[src/rtl/desc_ring_pkg.sv]
package desc_ring_pkg;
  typedef enum logic [3:0] {
    RA_CFG     = 4'd0,
    RA_WPTR    = 4'd1,
    RA_INSEL   = 4'd2,
    RA_INADDR  = 4'd3,
    RA_INSIZE  = 4'd4,
    RA_SHADOW  = 4'd5,
    RA_OUTSEL  = 4'd6,
    RA_OUTWORD = 4'd7,
    RA_CAUSE   = 4'd8,
    RA_IRQEN   = 4'd9,
    RA_TOCPU   = 4'd10,
    RA_FROMCPU = 4'd11
  } reg_addr_e;

  localparam logic [31:0] HOST_BITS = 32'h8000_0000;
  localparam int          ALIGN_SH  = 5;
endpackage

[src/rtl/dr_inbound.sv]
module dr_inbound
  import desc_ring_pkg::*;
#(
  parameter int DEPTH  = 16,
  parameter int SIZE_W = 16,
  parameter int IDX_W  = $clog2(DEPTH)
) (
  input  logic              clk,
  input  logic              rst,
  input  logic              init_valid,
  input  logic [IDX_W-1:0]  init_idx,
  input  logic [IDX_W-1:0]  cnt_m1,
  input  logic [IDX_W-1:0]  wptr,
  input  logic              wr_addr_en,
  input  logic              wr_size_en,
  input  logic [IDX_W-1:0]  wr_sel,
  input  logic [31:0]       wr_data,
  output logic              cons_valid,
  output logic [IDX_W-1:0]  cons_idx,
  output logic [31:0]       cons_addr,
  output logic [SIZE_W-1:0] cons_size
);
  localparam int AW = 32 - ALIGN_SH;

  logic [AW-1:0]     addr_mem [DEPTH];
  logic [SIZE_W-1:0] size_mem [DEPTH];
  logic [AW-1:0]     addr_q;
  logic [SIZE_W-1:0] size_q;
  logic [IDX_W-1:0]  rd_idx;
  logic [IDX_W-1:0]  nxt_idx;
  logic              pending;

  always_comb begin
    nxt_idx = (rd_idx == cnt_m1) ? '0 : rd_idx + 1'b1;
    pending = (rd_idx != wptr);
  end

  always_ff @(posedge clk) begin
    if (wr_addr_en) addr_mem[wr_sel] <= wr_data[31:ALIGN_SH];
  end

  always_ff @(posedge clk) begin
    if (wr_size_en) size_mem[wr_sel] <= wr_data[SIZE_W-1:0];
  end

  always_ff @(posedge clk) begin
    if (pending) begin
      addr_q <= addr_mem[nxt_idx];
      size_q <= size_mem[nxt_idx];
    end
  end

  always_ff @(posedge clk) begin
    if (rst) begin
      rd_idx     <= IDX_W'(DEPTH - 1);
      cons_idx   <= '0;
      cons_valid <= 1'b0;
    end else if (init_valid) begin
      rd_idx     <= init_idx;
      cons_valid <= 1'b0;
    end else begin
      cons_valid <= pending;
      if (pending) begin
        rd_idx   <= nxt_idx;
        cons_idx <= nxt_idx;
      end
    end
  end

  assign cons_addr = {addr_q, {ALIGN_SH{1'b0}}};
  assign cons_size = size_q;
endmodule

[src/rtl/dr_outbound.sv]
module dr_outbound
  import desc_ring_pkg::*;
#(
  parameter int DEPTH = 16,
  parameter int TAG_W = 16,
  parameter int IDX_W = $clog2(DEPTH)
) (
  input  logic             clk,
  input  logic             rst,
  input  logic             init_valid,
  input  logic [IDX_W-1:0] init_idx,
  input  logic [IDX_W-1:0] cnt_m1,
  input  logic             cmpl_valid,
  input  logic [TAG_W-1:0] cmpl_tag,
  input  logic             cause_clr,
  input  logic [IDX_W-1:0] rd_sel,
  output logic [IDX_W-1:0] shadow,
  output logic             cause,
  output logic [31:0]      rd_word
);
  logic [31:0]      out_mem [DEPTH];
  logic [IDX_W-1:0] nxt_idx;

  assign nxt_idx = (shadow == cnt_m1) ? '0 : shadow + 1'b1;

  always_ff @(posedge clk) begin
    if (cmpl_valid) out_mem[nxt_idx] <= HOST_BITS | 32'(cmpl_tag);
    rd_word <= out_mem[rd_sel];
  end

  always_ff @(posedge clk) begin
    if (rst) begin
      shadow <= IDX_W'(DEPTH - 1);
      cause  <= 1'b0;
    end else begin
      if (init_valid)      shadow <= init_idx;
      else if (cmpl_valid) shadow <= nxt_idx;
      if (cmpl_valid)      cause  <= 1'b1;
      else if (cause_clr)  cause  <= 1'b0;
    end
  end
endmodule

[src/rtl/desc_ring_engine.sv]
module desc_ring_engine
  import desc_ring_pkg::*;
#(
  parameter  int DEPTH  = 16,
  parameter  int SIZE_W = 16,
  parameter  int TAG_W  = 16,
  localparam int IDX_W  = $clog2(DEPTH)
) (
  input  logic              clk,
  input  logic              rst,
  input  logic              hst_we,
  input  logic              hst_re,
  input  logic [3:0]        hst_addr,
  input  logic [31:0]       hst_wdata,
  output logic [31:0]       hst_rdata,
  output logic              hst_rvalid,
  output logic              irq,
  output logic              cons_valid,
  output logic [IDX_W-1:0]  cons_idx,
  output logic [31:0]       cons_addr,
  output logic [SIZE_W-1:0] cons_size,
  input  logic              cmpl_valid,
  input  logic [TAG_W-1:0]  cmpl_tag,
  output logic [31:0]       cpu_msg,
  output logic              cpu_msg_new,
  input  logic              cpu_reply_we,
  input  logic [31:0]       cpu_reply
);
  logic [IDX_W-1:0] cnt_m1, wptr, in_sel, out_sel, shadow, new_m1;
  logic             cause, irq_en, cfg_we, cause_clr;
  logic [31:0]      out_word, msg_from_cpu, rd_mux;
  logic [3:0]       rd_sel_q;
  logic             rd_pend_q;

  assign cfg_we    = hst_we && (hst_addr == RA_CFG);
  assign new_m1    = IDX_W'(hst_wdata[7:0] - 8'd1);
  assign cause_clr = hst_we && (hst_addr == RA_CAUSE) && hst_wdata[0];

  always_ff @(posedge clk) begin
    if (rst) begin
      cnt_m1       <= IDX_W'(DEPTH - 1);
      wptr         <= IDX_W'(DEPTH - 1);
      in_sel       <= '0;
      out_sel      <= '0;
      irq_en       <= 1'b0;
      cpu_msg      <= '0;
      cpu_msg_new  <= 1'b0;
      msg_from_cpu <= '0;
    end else begin
      cpu_msg_new <= 1'b0;
      if (cfg_we) begin
        cnt_m1 <= new_m1;
        wptr   <= new_m1;
      end
      if (hst_we) begin
        case (hst_addr)
          RA_WPTR:   wptr    <= hst_wdata[IDX_W-1:0];
          RA_INSEL:  in_sel  <= hst_wdata[IDX_W-1:0];
          RA_OUTSEL: out_sel <= hst_wdata[IDX_W-1:0];
          RA_IRQEN:  irq_en  <= hst_wdata[0];
          RA_TOCPU: begin
            cpu_msg     <= hst_wdata;
            cpu_msg_new <= 1'b1;
          end
          default: ;
        endcase
      end
      if (cpu_reply_we) msg_from_cpu <= cpu_reply;
    end
  end

  dr_inbound #(.DEPTH(DEPTH), .SIZE_W(SIZE_W), .IDX_W(IDX_W)) u_in (
    .clk        (clk),
    .rst        (rst),
    .init_valid (cfg_we),
    .init_idx   (new_m1),
    .cnt_m1     (cnt_m1),
    .wptr       (wptr),
    .wr_addr_en (hst_we && (hst_addr == RA_INADDR)),
    .wr_size_en (hst_we && (hst_addr == RA_INSIZE)),
    .wr_sel     (in_sel),
    .wr_data    (hst_wdata),
    .cons_valid (cons_valid),
    .cons_idx   (cons_idx),
    .cons_addr  (cons_addr),
    .cons_size  (cons_size)
  );

  dr_outbound #(.DEPTH(DEPTH), .TAG_W(TAG_W), .IDX_W(IDX_W)) u_out (
    .clk        (clk),
    .rst        (rst),
    .init_valid (cfg_we),
    .init_idx   (new_m1),
    .cnt_m1     (cnt_m1),
    .cmpl_valid (cmpl_valid),
    .cmpl_tag   (cmpl_tag),
    .cause_clr  (cause_clr),
    .rd_sel     (out_sel),
    .shadow     (shadow),
    .cause      (cause),
    .rd_word    (out_word)
  );

  always_comb begin
    case (rd_sel_q)
      RA_CFG:     rd_mux = 32'(cnt_m1) + 32'd1;
      RA_WPTR:    rd_mux = 32'(wptr);
      RA_INSEL:   rd_mux = 32'(in_sel);
      RA_SHADOW:  rd_mux = 32'(shadow);
      RA_OUTSEL:  rd_mux = 32'(out_sel);
      RA_OUTWORD: rd_mux = out_word;
      RA_CAUSE:   rd_mux = {31'b0, cause};
      RA_IRQEN:   rd_mux = {31'b0, irq_en};
      RA_TOCPU:   rd_mux = cpu_msg;
      RA_FROMCPU: rd_mux = msg_from_cpu;
      default:    rd_mux = '0;
    endcase
  end

  always_ff @(posedge clk) begin
    if (rst) begin
      rd_pend_q  <= 1'b0;
      rd_sel_q   <= '0;
      hst_rvalid <= 1'b0;
      hst_rdata  <= '0;
      irq        <= 1'b0;
    end else begin
      rd_pend_q  <= hst_re;
      rd_sel_q   <= hst_addr;
      hst_rvalid <= rd_pend_q;
      if (rd_pend_q) hst_rdata <= rd_mux;
      irq <= cause & irq_en;
    end
  end
endmodule

[config.mk]
export PLATFORM = sky130hd
export DESIGN_NAME = desc_ring_engine
export DESIGN_NICKNAME = d
export VERILOG_FILES = /design/src/rtl/desc_ring_pkg.sv /design/src/rtl/dr_inbound.sv /design/src/rtl/dr_outbound.sv /design/src/rtl/desc_ring_engine.sv
export SDC_FILE = /design/constraint.sdc
export NUM_CORES = 1
export LEC_CHECK = 0
export ABC_AREA = 1
export BUFFER_PORTS_ARGS = -buffer_cell sky130_fd_sc_hd__clkbuf_2
export CAP_MARGIN = 20
export CORE_UTILIZATION = 25
export CTS_BUF_LIST = sky130_fd_sc_hd__clkbuf_16
export CTS_CLUSTER_SIZE = 40
export DETAILED_ROUTE_END_ITERATION = 12
export PLACE_DENSITY_LB_ADDON = 0.1
export SKIP_LAST_GASP = 1
export SYNTH_ARGS = -nofsm -noshare
export SYNTH_HDL_FRONTEND = slang
export SYNTH_SLANG_ARGS = --single-unit
export TNS_END_PERCENT = 30
[constraint.sdc]
create_clock -name clk -period 3.4 [get_ports clk]
set_clock_uncertainty 0.15 [all_clocks]
set_input_delay 0.68 -clock clk [delete_from_list [all_inputs] [get_ports clk]]
set_output_delay 0.68 -clock clk [all_outputs]
set_load 0.01 [all_outputs]
==> summary.txt <==
Timing
  – Worst Tran Pin Value: 1.28 ns
  – Hold Fails Final Rpt: 0
  – Relative slew slack: 14.7%
  – Setup violators final: 0
  – Fmax: 0.363 GHz
  – Final worst-path cycle share: 80.9%
  – Final Max Slew Viols: 0
  – Setup TNS: 0 ns
  – Final min period: 2.75 ns
  – Hold WS: 0.0505 ns
  – Unrepaired setup endpoints after global routing: no
  – Final setup margin: ~0.65 ns

Place
  – DPL Wire Length: 90200 um
  – Placed Cells: roughly 6.6k
  – Placement-stage cell area: 51800 um^2
  – Placer congestion estimate: ~0.76
  – # port buffers: 204
  – Setup WS pre-CTS: a little over 0.6 ns

Yosys
  – Post-Synth Simple-Gate Area: 14.9%
  – Syn Area/Cell: 11.7 um^2
  – Register bit total from synthesis: 1138
  – Sequential fraction of the synthesis area: between 60% and 70%
  – Synth top area cells: edfxtp_1 63%, dfxtp_1 6.4%, nand3_1 6.3%
  – Post-Syn Area: 47100 um^2
  – Area leader, netlist: edfxtp_1
  – Synth Area in Compound Gates: 7.68%
  – Top cell types by occurrence after synthesis: 987 x edfxtp_1, 591 x nand3_1, 476 x inv_1, 449 x nand2_1, 193 x nor2_1
  – Post-synthesis xor/xnor area fraction: 0.186%
  – Post-synthesis adder-cell area fraction: 0.106%
  – FFs w/ async S/R, synth: 0%
  – Post-synthesis mux area share: 1.36%
  – Synth top area share: 62.9%
  – Gate Count Post-Synth: 4015
  – Leading register cell type out of synthesis: edfxtp_1
  – Number of flops mapped to enable cells by yosys: between 900 and 1k
  – Distinct cells, synth: 39
  – Yosys warnings: 0
  – Largest family of logic cells by synthesized area: simple AND/OR/NAND/NOR gates
  – Most frequent cell after synthesis: edfxtp_1

Die
  – Die height: 436 um
  – Die footprint: 190000 um^2
  – Core area: 186000 um^2
  – Ports: between 200 and 250
  – Rows: ~160
  – Die Width: 436 um
  – Starting Density: 25.3%

Drt
  – Total number of vias: 31.0k
  – Drt pass-1 iters: 5
  – Final ANT Viol Nets: 0
  – DR vias/cell: 4.54
  – Drt total wl: 160000 um
  – DR WL/cell: roughly 23 um
  – DR DRC count: 0
  – Initial DRC Count: 2257

Pwr
  – VDD IR max: 1.13 mV
  – PD cells: about 800 nW/um^2
  – Leakage: 20.5 nW
  – Tot Pwr: between 40 and 50 mW

Clocking
  – Worst-Skew Late Latency: just under 0.8 ns
  – Clock Root Buffer: clkbuf_16
  – Clock transition at path regs: 0.06 ns
  – H-tree Lvls: 4
  – CTS tree: built
  – Postcts setup bufs: 0
  – Clock sink count: 1138
  – Post-cts resize count: 0
  – Clock Path Buffers: 3
  – Post-CTS Hold Fix Bufs: 9
  – Cts bufs inserted: 141

Worst setup path
  – Worst r2r path cells: 6
  – Critical path origin: u_out.shadow[0]
  – Arrival time at the worst endpoint: 3.08 ns
  – Worst EP required: 3.72 ns
  – Kind of critical path: reg2reg
  – R2r startpoint: u_out.shadow[0]
  – Worst-path cell chain: xnor2_1 > nand4_1 > nand2_1 > nand3_1 > nor2_2 > buf_4
  – R2r setup slk: ~0.65 ns
  – Setup crit start kind: register
  – CP max-delay cell: nor2_2
  – CP max FO: 7
  – FF-to-FF End: u_out.out_mem[13][13]
  – CP endpoint kind: register
  – Setup crit end: u_out.out_mem[13][13]
  – Slowest stage delay, CP: around 0.58 ns

Outcome
  – Outcome: completed

Global routing
  – Initial antenna violation count: 17
  – First-pass GRT wire length: 231000 um
  – Total GRT Usage: 16.6%
  – GRT Residual Overflow: 0
  – Largest net degree at the start of global routing: 146
  – Vias in the first global route: 30.7k

Layout
  – Fin nets: 4331
  – Final std cells w/o fill: between 6k and 7k
  – Final Util: 30.2%
  – Area growth from synthesis to layout: 19.3%
  – Post-route cell area: 56200 um^2
  – Share of cells above drive strength 1: 16.5%
  – # fillers: 19.1k

Hold path
  – Hold crit path type: in2reg

Run
  – MaxCap Viol Count: 0
cells in the final DEF (no fill, tap or decap), types with 6 or more instances in the layout:
cell type      instances
inv_1                510
mux2i_1               64
or2_2                130
clkbuf_16            141
nand2_1              448
nand4_1                6
dlygate4sd3_1          9
clkinv_1              38
clkinv_2              18
o22ai_1               19
nor2_4                18
nand3b_1              88
inv_2                  9
o2111ai_1            130
buf_12                42
a21oi_1              173
clkbuf_2             204
o21ai_0              171
edfxtp_1             987
nand3_1              590
buf_4                 87
o221ai_1               9
o211ai_1              69
nor2_1               145
dfxtp_1              147
nor2_2                33
metal layers:
layer	routed length [um]	share of wire [%]	track usage, %	vias to the layer above
met2	72000	45	25.8	735
met4	2800	1.7	3.81	4
li1	-	-	-	14700
met3	7950	5.0	2.93	175
met1	77700	48	24.0	15500
met5	21	0.013	0	-
logic make-up (layout without fill, tap and decap cells):
logic type | Yosys count | in the layout
DFF | 1138 | 1138
xor gates and xnor gates | 10 | 10
and+or+nand+nor | 1471 | 1471
AOI/OAI and AO/OA | 576 | 576
adders and majority gates | 4 | 4
muxes | 64 | 64
buffers and inverters | 751 | 1083
other | 1 | 9
where the power goes:
part | switching (mW) | internal [mW]
Combinational | 10.2 | 4.15
Sequential | 0.384 | 16.1
Clock | 6.17 | 7.98
Total | 16.8 | 28.3
worst min-delay path by stage:
stage	start	end	depth (start not counted)
3_3_place_gp	msg_from_cpu[21]	msg_from_cpu[21]	2
5_1_grt	hst_addr[3]	rd_sel_q[3]	3
2_1_floorplan	irq_en	irq	2
6_report	hst_addr[2]	rd_sel_q[2]	3
4_1_cts	hst_addr[2]	rd_sel_q[2]	3
3_5_place_dp	msg_from_cpu[27]	msg_from_cpu[27]	2
state kept, by name, indices dropped and copies added (netlist names), 16 cells and up:
register        count
hst_rdata          32
u_in.addr_q        27
u_in.cons_size     16
u_out.rd_word      16
u_out.out_mem     256
u_in.addr_mem     432
msg_from_cpu       32
u_in.size_mem     256
cpu_msg            32
worst max-delay path: cells and delay by family, from the launching register on:
family | cells | cell delay [ns]
buffers and inverters | 1 | 0.28
DFF | 1 | 0.49
xor gates and xnor gates | 1 | 0.16
and+or+nand+nor | 4 | 1.37
area by class of cell:
class,instances,area (um^2),area share [%]
multi-input combinational,2130,11700,20.8
clock inverter,116,811,1.44
sequential,1138,32700,58.1
antenna,4,10.0,0.0178
timing repair buffer,342,2610,4.63
clock buffer,141,3530,6.28
tap,2480,3100,5.52
inverter,484,1830,3.25
(Power assumes the default switching activity.)
